`src/rtl/synth_cfg_pkg.sv`:
```
package synth_cfg_pkg;

    localparam int ADDR_W      = 4;
    localparam int DEF_DATA_W  = 18;
    localparam int DEF_RF1_W   = 18;
    localparam int DEF_RF2_W   = 17;
    localparam int DEF_IF_W    = 16;

    // field positions inside the main configuration word
    localparam int MAIN_AUX_LSB  = 12;
    localparam int MAIN_LOWP_BIT = 5;
    localparam int MAIN_AUTO_BIT = 3;
    // field positions inside the power word
    localparam int PWR_IF_BIT    = 1;
    localparam int PWR_RF_BIT    = 0;

    typedef enum logic [1:0] {
        AUX_RSV0 = 2'b00,
        AUX_LOW  = 2'b01,
        AUX_RSV2 = 2'b10,
        AUX_LOCK = 2'b11
    } aux_sel_e;

    typedef enum logic {
        BAND_RF1 = 1'b0,
        BAND_RF2 = 1'b1
    } band_e;

    typedef struct packed {
        aux_sel_e aux_sel;
        logic     if_low_pwr;
        logic     auto_up;
    } main_cfg_t;

    typedef struct packed {
        logic if_en;
        logic rf_en;
    } pwr_cfg_t;

    typedef enum logic [2:0] {
        TGT_NONE,
        TGT_MAIN,
        TGT_PWR,
        TGT_RF1,
        TGT_RF2,
        TGT_IF
    } target_e;

    function automatic target_e decode_addr(input logic [ADDR_W-1:0] a);
        case (a)
            4'd0:    return TGT_MAIN;
            4'd2:    return TGT_PWR;
            4'd3:    return TGT_RF1;
            4'd4:    return TGT_RF2;
            4'd5:    return TGT_IF;
            default: return TGT_NONE;
        endcase
    endfunction

endpackage

```
`src/rtl/synth_cfg_sync.sv`:
```
module synth_cfg_sync #(
    parameter int           STAGES  = 2,
    parameter int           W       = 3,
    parameter logic [W-1:0] RST_VAL = '0
) (
    input  logic         clk,
    input  logic         rst,
    input  logic [W-1:0] d,
    output logic [W-1:0] q
);

    logic [W-1:0] st [STAGES];

    for (genvar i = 0; i < STAGES; i++) begin : g_stage
        if (i == 0) begin : g_first
            always_ff @(posedge clk) begin
                if (rst) st[0] <= RST_VAL;
                else     st[0] <= d;
            end
        end else begin : g_next
            always_ff @(posedge clk) begin
                if (rst) st[i] <= RST_VAL;
                else     st[i] <= st[i-1];
            end
        end
    end

    assign q = st[STAGES-1];

endmodule

```
`src/rtl/synth_cfg_shift.sv`:
```
module synth_cfg_shift #(
    parameter int WORD_W = 22
) (
    input  logic              clk,
    input  logic              rst,
    input  logic              sclk_s,
    input  logic              sdat_s,
    input  logic              sen_n_s,
    output logic [WORD_W-1:0] word,
    output logic              commit
);

    logic sclk_q;
    logic sen_n_q;
    logic sclk_rise;

    assign sclk_rise = sclk_s & ~sclk_q;
    assign commit    = sen_n_s & ~sen_n_q;

    always_ff @(posedge clk) begin
        if (rst) begin
            sclk_q  <= 1'b0;
            sen_n_q <= 1'b1;
            word    <= '0;
        end else begin
            sclk_q  <= sclk_s;
            sen_n_q <= sen_n_s;
            if (sclk_rise && !sen_n_s)
                word <= {word[WORD_W-2:0], sdat_s};
        end
    end

endmodule

```
`src/rtl/synth_cfg_regs.sv`:
```
module synth_cfg_regs
    import synth_cfg_pkg::*;
#(
    parameter int DATA_W = DEF_DATA_W,
    parameter int RF1_W  = DEF_RF1_W,
    parameter int RF2_W  = DEF_RF2_W,
    parameter int IF_W   = DEF_IF_W
) (
    input  logic              clk,
    input  logic              rst,
    input  logic              commit,
    input  logic [ADDR_W-1:0] addr,
    input  logic [DATA_W-1:0] data,
    output main_cfg_t         main_cfg,
    output pwr_cfg_t          pwr_cfg,
    output logic [RF1_W-1:0]  div_rf1,
    output logic [RF2_W-1:0]  div_rf2,
    output logic [IF_W-1:0]   div_if,
    output band_e             band
);

    always_ff @(posedge clk) begin
        if (rst) begin
            main_cfg <= '{aux_sel: AUX_RSV0, if_low_pwr: 1'b0, auto_up: 1'b0};
            pwr_cfg  <= '0;
            div_rf1  <= '0;
            div_rf2  <= '0;
            div_if   <= '0;
            band     <= BAND_RF1;
        end else if (commit) begin
            case (decode_addr(addr))
                TGT_MAIN: begin
                    main_cfg.aux_sel    <= aux_sel_e'(data[MAIN_AUX_LSB +: 2]);
                    main_cfg.if_low_pwr <= data[MAIN_LOWP_BIT];
                    main_cfg.auto_up    <= data[MAIN_AUTO_BIT];
                end
                TGT_PWR: begin
                    pwr_cfg.if_en <= data[PWR_IF_BIT];
                    pwr_cfg.rf_en <= data[PWR_RF_BIT];
                end
                TGT_RF1: begin
                    div_rf1 <= data[RF1_W-1:0];
                    band    <= BAND_RF1;
                end
                TGT_RF2: begin
                    div_rf2 <= data[RF2_W-1:0];
                    band    <= BAND_RF2;
                end
                TGT_IF:  div_if <= data[IF_W-1:0];
                default: ;
            endcase
        end
    end

endmodule

```
`src/rtl/synth_cfg_power.sv`:
```
module synth_cfg_power
    import synth_cfg_pkg::*;
(
    input  logic      pwr_dn_n,
    input  logic      lock_lost,
    input  main_cfg_t main_cfg,
    input  pwr_cfg_t  pwr_cfg,
    output logic      if_on,
    output logic      rf_on,
    output logic      ref_on,
    output logic      aux_out
);

    always_comb begin
        if (!pwr_dn_n) begin
            if_on = 1'b0;
            rf_on = 1'b0;
        end else if (main_cfg.auto_up) begin
            if_on = 1'b1;
            rf_on = 1'b1;
        end else begin
            if_on = pwr_cfg.if_en;
            rf_on = pwr_cfg.rf_en;
        end
    end

    assign ref_on = if_on | rf_on;

    always_comb begin
        case (main_cfg.aux_sel)
            AUX_LOCK: aux_out = lock_lost;
            default:  aux_out = 1'b0;
        endcase
    end

endmodule

```
`src/rtl/synth_cfg_port.sv`:
```
module synth_cfg_port
    import synth_cfg_pkg::*;
#(
    parameter int DATA_W      = DEF_DATA_W,
    parameter int RF1_W       = DEF_RF1_W,
    parameter int RF2_W       = DEF_RF2_W,
    parameter int IF_W        = DEF_IF_W,
    parameter int SYNC_STAGES = 2
) (
    input  logic             clk,
    input  logic             rst,
    input  logic             ser_clk,
    input  logic             ser_dat,
    input  logic             ser_en_n,
    input  logic             pwr_dn_n,
    input  logic             lock_lost,
    output logic [RF1_W-1:0] div_rf1,
    output logic [RF2_W-1:0] div_rf2,
    output logic [IF_W-1:0]  div_if,
    output logic             rf2_sel,
    output logic             if_on,
    output logic             rf_on,
    output logic             ref_on,
    output logic             if_low_pwr,
    output logic             aux_out
);

    localparam int WORD_W = DATA_W + ADDR_W;

    logic [2:0]        pins_s;
    logic [WORD_W-1:0] word;
    logic              commit;
    logic [ADDR_W-1:0] addr;
    logic [DATA_W-1:0] data;
    main_cfg_t         main_cfg;
    pwr_cfg_t          pwr_cfg;
    band_e             band;

    synth_cfg_sync #(
        .STAGES (SYNC_STAGES),
        .W      (3),
        .RST_VAL(3'b100)
    ) sync_i (
        .clk(clk),
        .rst(rst),
        .d  ({ser_en_n, ser_clk, ser_dat}),
        .q  (pins_s)
    );

    synth_cfg_shift #(
        .WORD_W(WORD_W)
    ) shift_i (
        .clk    (clk),
        .rst    (rst),
        .sclk_s (pins_s[1]),
        .sdat_s (pins_s[0]),
        .sen_n_s(pins_s[2]),
        .word   (word),
        .commit (commit)
    );

    assign addr = word[ADDR_W-1:0];
    assign data = word[WORD_W-1:ADDR_W];

    synth_cfg_regs #(
        .DATA_W(DATA_W),
        .RF1_W (RF1_W),
        .RF2_W (RF2_W),
        .IF_W  (IF_W)
    ) regs_i (
        .clk     (clk),
        .rst     (rst),
        .commit  (commit),
        .addr    (addr),
        .data    (data),
        .main_cfg(main_cfg),
        .pwr_cfg (pwr_cfg),
        .div_rf1 (div_rf1),
        .div_rf2 (div_rf2),
        .div_if  (div_if),
        .band    (band)
    );

    synth_cfg_power power_i (
        .pwr_dn_n (pwr_dn_n),
        .lock_lost(lock_lost),
        .main_cfg (main_cfg),
        .pwr_cfg  (pwr_cfg),
        .if_on    (if_on),
        .rf_on    (rf_on),
        .ref_on   (ref_on),
        .aux_out  (aux_out)
    );

    assign rf2_sel    = (band == BAND_RF2);
    assign if_low_pwr = main_cfg.if_low_pwr;

endmodule

```
`config.mk`:
```
export PLATFORM = sky130hd
export DESIGN_NAME = synth_cfg_port
export DESIGN_NICKNAME = d
export VERILOG_FILES = /design/src/rtl/synth_cfg_pkg.sv /design/src/rtl/synth_cfg_sync.sv /design/src/rtl/synth_cfg_shift.sv /design/src/rtl/synth_cfg_regs.sv /design/src/rtl/synth_cfg_power.sv /design/src/rtl/synth_cfg_port.sv
export SDC_FILE = /design/constraint.sdc
export NUM_CORES = 1
export LEC_CHECK = 0
export BUFFER_PORTS_ARGS = -buffer_cell sky130_fd_sc_hd__buf_2
export CAP_MARGIN = 20
export CORE_MARGIN = 4
export CORE_UTILIZATION = 45
export CTS_BUF_LIST = sky130_fd_sc_hd__clkbuf_16
export CTS_CLUSTER_SIZE = 24
export DETAILED_ROUTE_END_ITERATION = 10
export PLACE_DENSITY_LB_ADDON = 0.2
export SLEW_MARGIN = 20
export SYNTH_ARGS = -nofsm -noshare
export SYNTH_HDL_FRONTEND = slang
export SYNTH_SLANG_ARGS = --single-unit
export TNS_END_PERCENT = 5
```
`constraint.sdc`:
```
create_clock -name clk -period 1.18 [get_ports clk]
set_input_delay 0.118 -clock clk [delete_from_list [all_inputs] [get_ports clk]]
set_output_delay 0.118 -clock clk [all_outputs]
set_load 0.02 [all_outputs]
```
# After elaboration in Yosys (flattened, before gate mapping)

Memory sizes are Yosys's and may differ from the RTL's.
Index checks and enable logic that the tools add are counted.

Word-level logic and storage cells: 54
Memories: 1
Memory bits (writable): 6
ROM bits: 0
Bits in latches: 0
Bits in registers: 82
Output and inout port bits: 57

Memories:

| memory    | words | width | rd ports | clocked after memory_dff | write ports | RTL line             | text |
|---|---|---|---|---|---|---|---|
| sync_i.st | 2     | 3     | 2        | 0                        | 2           | synth_cfg_sync.sv:12 | `logic [W-1:0] st [STAGES];` |

Multiply operators: 0
Magnitude comparators: 0
Shifts and indexed selects: 0
Eq/ne operators: 10
Reduce and logical (&&, ||, !) cells: 10
Divide/modulo/power cells: 0
Bitwise operators: 7
Mux-type cells: 14
Add/subtract/negate cells: 0

Operators with widths:

| kind               | count |
|---|---|
| $pmux 3 s5         | 1 |
| $mux 3             | 4 |
| $reduce_and 2->1   | 6 |
| $eq 4x2->1 const B | 2 |
| $eq 4x3->1 const B | 2 |
| $mux 1             | 8 |
| $eq 3x2->1 const B | 2 |
| $eq 3x3->1 const B | 2 |
| $logic_not 4->1    | 1 |
| $eq 3x1->1 const B | 1 |
| $or 1x1->1         | 3 |
| $and 1x1->1        | 2 |
| $eq 2x2->1 const B | 1 |
| $not 1->1          | 2 |
| $pmux 1 s2         | 1 |
| $reduce_bool 2->1  | 1 |
| $logic_and 1x1->1  | 1 |
| $logic_not 1->1    | 1 |

# Depth between registers and ports, before layout

Depth in word-level cells: 7
Mapped depth: 4

# Modules after synthesis

From an unflattened synthesis, not the netlist that was laid out.

Cells, all modules: 310
Area total of the unflattened synthesis: 3331.9 um2

Modules (own cells, without submodules):

| module          | instances | seq. area each (um2) | area an instance (um2) | cells an instance |
|---|---|---|---|---|
| synth_cfg_regs  | 1         | 1161.1               | 2227.1                 | 216 |
| synth_cfg_shift | 1         | 480.5                | 917.1                  | 78 |
| synth_cfg_sync  | 1         | 120.1                | 157.7                  | 12 |
| synth_cfg_power | 1         | 0.0                  | 30.0                   | 4 |

# Least setup slack after synthesis

Ideal clock, no wire load.

Path kind: register -> register
Start: reg shift_i.word[2]
End: reg regs_i.div_rf1[12]
Cell stages (with the launch flop): 5
Arrival: 1.174 ns
Buffers on the path: 1
Path slack: -0.115 ns
Clock period less this slack: 1.295 ns
Library setup time: 0.121 ns
Cells stage by stage: dfxtp_1 nor4b_4 nand3_4 buf_6 mux2i_1

Cells in the longest elaborated chain, start to end: 6
Elaborated cells on any way between the ends: 10

RTL lines:

| item                                  | RTL line              | text |
|---|---|---|
| start, declared                       | synth_cfg_shift.sv:9  | `output logic [WORD_W-1:0] word,` |
| start signal, assigned                | synth_cfg_shift.sv:29 | `word <= {word[WORD_W-2:0], sdat_s};` |
| $eq 4x3->1 (tied with other cells)    | synth_cfg_pkg.sv:50   | `case (a)` |
| $pmux 3 s5 (*)                        | synth_cfg_pkg.sv:50   |  |
| $mux 3 (*)                            | synth_cfg_regs.sv:30  | `end else if (commit) begin` |
| $mux 3 (*)                            | synth_cfg_regs.sv:23  | `if (rst) begin` |
| $eq 3x2->1 (*)                        | synth_cfg_regs.sv:31  | `case (decode_addr(addr))` |
| $reduce_and 2->1 (no source line) (*) | -                     |  |
| end signal, assigned                  | synth_cfg_regs.sv:42  | `div_rf1 <= data[RF1_W-1:0];` |
| end, declared                         | synth_cfg_regs.sv:16  | `output logic [RF1_W-1:0] div_rf1,` |

Mark *: on every way between the ends. The rest lies on a longest branch, timed or not. The select of a mux whose other input is x is not followed.
A chain may end at the register's enable or synchronous reset.

# Worst setup path after layout

Start: reg, netlist name regs_i.pwr_cfg[1]
End: out ref_on

Cells in the longest elaborated chain, start to end: 3

RTL lines:

| item          | RTL line              | text |
|---|---|---|
| $mux 1        | synth_cfg_power.sv:18 | `end else if (main_cfg.auto_up) begin` |
| $mux 1        | synth_cfg_power.sv:15 | `if (!pwr_dn_n) begin` |
| $or 1x1->1    | synth_cfg_power.sv:27 | `assign ref_on = if_on \| rf_on;` |
| end, declared | synth_cfg_port.sv:23  | `output logic ref_on,` |

Every way passes these cells.

==> flow_summary.json <==
{
  "startpoint_type": "register",
  "setup_viol": 52,
  "nets": 417,
  "worstPathMaxFanout": 2,
  "ys_warn_count": 0,
  "worst_r2r_startpoint": "shift_i.sen_n_q",
  "cp.arrival_ns": 1.21,
  "clock_skew_ns": 0.00395,
  "cts_tree": "built",
  "final_common_cell": "dfxtp_1",
  "num_vias": 2437,
  "violations": "setup timing",
  "rsz0062_at_grt": "yes",
  "grt_pass1_wl_um": 11800,
  "synth_cells": 334,
  "cp_slowest_cell": "dfxtp_2",
  "vias_per_cell": 4.75,
  "drtAntennaViolNets": 0,
  "holdWs_ns": 0.270,
  "rrSetupSlack_ns": -0.12,
  "clk_pin_slew_ns": 0.06,
  "io_buffer_count": 63,
  "fillers": 623,
  "htree_num_levels": 3,
  "numCtsBuffers": 9,
  "end_kind": "output port",
  "r2r_end": "regs_i.div_rf1[8]",
  "worst-setup-path-type": "reg2out",
  "powerDensity_nw_per_um2": 1450,
  "synth_fp_nets": 341,
  "grt_use_total_pct": 17.1,
  "synth-seq-cells": 88,
  "die_area_um2": 8990,
  "place_inst": 495,
  "rr_worst_depth": 5,
  "crit_required_ns": 1.06,
  "status": "finished with violations",
  "cts_buffer_depth": 2,
  "relSlewSlack_pct": 82.9,
  "clock_latency_ns": 0.33,
  "hp-start": "rst",
  "grt_max_degree": 50,
  "fp.dieW_um": 94.8,
  "dp_hpwl_um": 4840,
  "yosysSeqAreaShare_pct": 52.0,
  "antenna_found_initial": 0,
  "fmax_ghz": 0.752,
  "hold-path-cell-count": 3,
  "path_cells": "o21a_1 -> or2_4 -> buf_6",
  "start_util_pct": 46.5,
  "cts_sinks": 88,
  "wire_per_inst_um": 13.9,
  "cap_violations": 0,
  "fin_cells": 513,
  "mostFrequentLayoutCells": "dfxtp_1, nand2b_1, buf_2",
  "ys_types": 23,
  "slew_viol_final": 0,
  "worst_slack_ns": -0.150,
  "first_pass_iters": 4,
  "hold_path_end": "shift_i.word[2]",
  "peakVddDrop_v": 0.000720,
  "io_pins": 64,
  "cts-root-buf": "clkbuf_16",
  "drtIter0Drc": 73,
  "place_ws_ns": -0.148,
  "p_total_uw": 6510,
  "drive_gt1_share_pct": 30.9,
  "drc_errors": 0,
  "netlist_area_um2": 3390,
  "chipHeight_um": 94.8,
  "core_um2": 7290,
  "fin_util_pct": 61.4,
  "p_leak_uw": 0.00198,
  "grt_pass1_vias": 2464,
  "slowest_delay_ns": 0.32,
  "area.growth.synth_to_final_pct": 32.1,
  "post-route-min-period_ns": 1.33,
  "drt-total-wl_um": 7120,
  "hp-class": "in2reg",
  "fin_crit_sh_pct": 113,
  "diodes": 0,
  "gp_congestion": 0.714,
  "hold_viol_final": 0,
  "num_rows": 31,
  "post_cts_buffers": 0,
  "grt_overflow": 0,
  "syn_avg_cell_area_um2": 10.1,
  "tightest_slew_ns": 0.256
}
## what timing repair did
item / CTS / global route
gates resized for setup: 19 / 10
hold buffers: 3 / 0
gates cloned: 0 / 0
pin swaps: 4 / 1
setup endpoints to repair: 80 / 81
hold endpoints to repair: 3 / 0
## registers in the layout, summed over array words and instances (netlist names)
register,cells
shift_i.sclk_q,1
regs_i.div_if,16
regs_i.div_rf1,18
regs_i.main_cfg,4
regs_i.pwr_cfg,2
regs_i.div_rf2,17
shift_i.word,22
shift_i.sen_n_q,1
sync_i.st,6
regs_i.band,1
## cells in the mapped netlist
cell type  number  area share, %
nor3b_1         1           0.22
nand3b_1        2           0.44
nor2b_1         5           0.92
a21oi_1        22            3.2
nand3_4         1           0.52
nor4b_4         1           0.70
nor2_1          1           0.11
and4bb_2        1           0.37
dfxtp_1        88             52
o22ai_1         1           0.18
or2_2           4           0.74
nand2_1        46            5.1
nand4bb_1       1           0.33
nor3_1          1           0.15
or3b_2          1           0.26
nand2b_1       76             14
o21a_1          2           0.44
clkbuf_1       12            1.3
nor3b_2         1           0.37
and3_1          2           0.37
mux2i_1        57             17
buf_2           7            1.0
buf_6           1           0.33
## per-stage QoR
stage / setup TNS [ns] / cell area [um2]
5_1_grt: -7.65 / 4480
6_report: -3.10 / 4480
3_5_place_dp: -6.86 / 3990
2_1_floorplan: -3.16 / 3400
4_1_cts: -3.42 / 4440
3_3_place_gp: -4.77 / 3990
## critical path, delay by kind of cell, from the launching register on
family | cells | cell delay [ns]
AO/OA/AOI/OAI | 1 | 0.19
buffers and inverters | 1 | 0.13
flip-flops | 1 | 0.32
AND/OR/NAND/NOR | 1 | 0.24
## kinds of logic after synthesis
family          synth area share, %
compound gates                 3.88
buf+inv                        2.69
flops                          52.0
mux                            16.8
simple gates                   24.6
## worst max-delay path by stage
stage | slack, ns | startpoint | cells after the start | end
6_report | -0.15 | regs_i.pwr_cfg[1] | 3 | ref_on
5_1_grt | -0.20 | shift_i.sen_n_q | 5 | regs_i.div_rf1[3]
4_1_cts | -0.16 | regs_i.pwr_cfg[1] | 3 | ref_on
3_5_place_dp | -0.15 | sync_i.st[1][2] | 5 | regs_i.div_rf1[8]
3_3_place_gp | -0.1 | sync_i.st[1][2] | 5 | regs_i.div_rf1[0]
2_1_floorplan | -0.08 | shift_i.sen_n_q | 4 | regs_i.div_rf1[12]
## power by group
group	total (uW)	switching, uW	leakage (uW)	internal, uW
Clock	3370	1110	0.000171	2270
Sequential	2980	6.82	0.000713	2980
Combinational	151	64.2	0.00110	86.6
Total	6510	1180	0.00198	5330
## metal layers
metal	global-route usage [%]	part of all wire, %	vias up	wire length [um]
li1	-	-	1251	-
met1	22.6	49	1148	3500
met2	26.7	46	34	3300
met3	4.94	3.6	4	258
met4	6.13	0.98	0	70
met5	0	0	-	0
## area by class of cell
| cell class | count | area [um2] | share of cell area (%) |
|---|---|---|---|
| timing repair buffer | 85 | 597 | 13.3 |
| tap | 99 | 124 | 2.77 |
| sequential | 88 | 1780 | 39.7 |
| clock buffer | 9 | 225 | 5.03 |
| clock inverter | 6 | 133 | 2.96 |
| multi-input combinational | 226 | 1620 | 36.2 |
(Power assumes the default switching activity.)
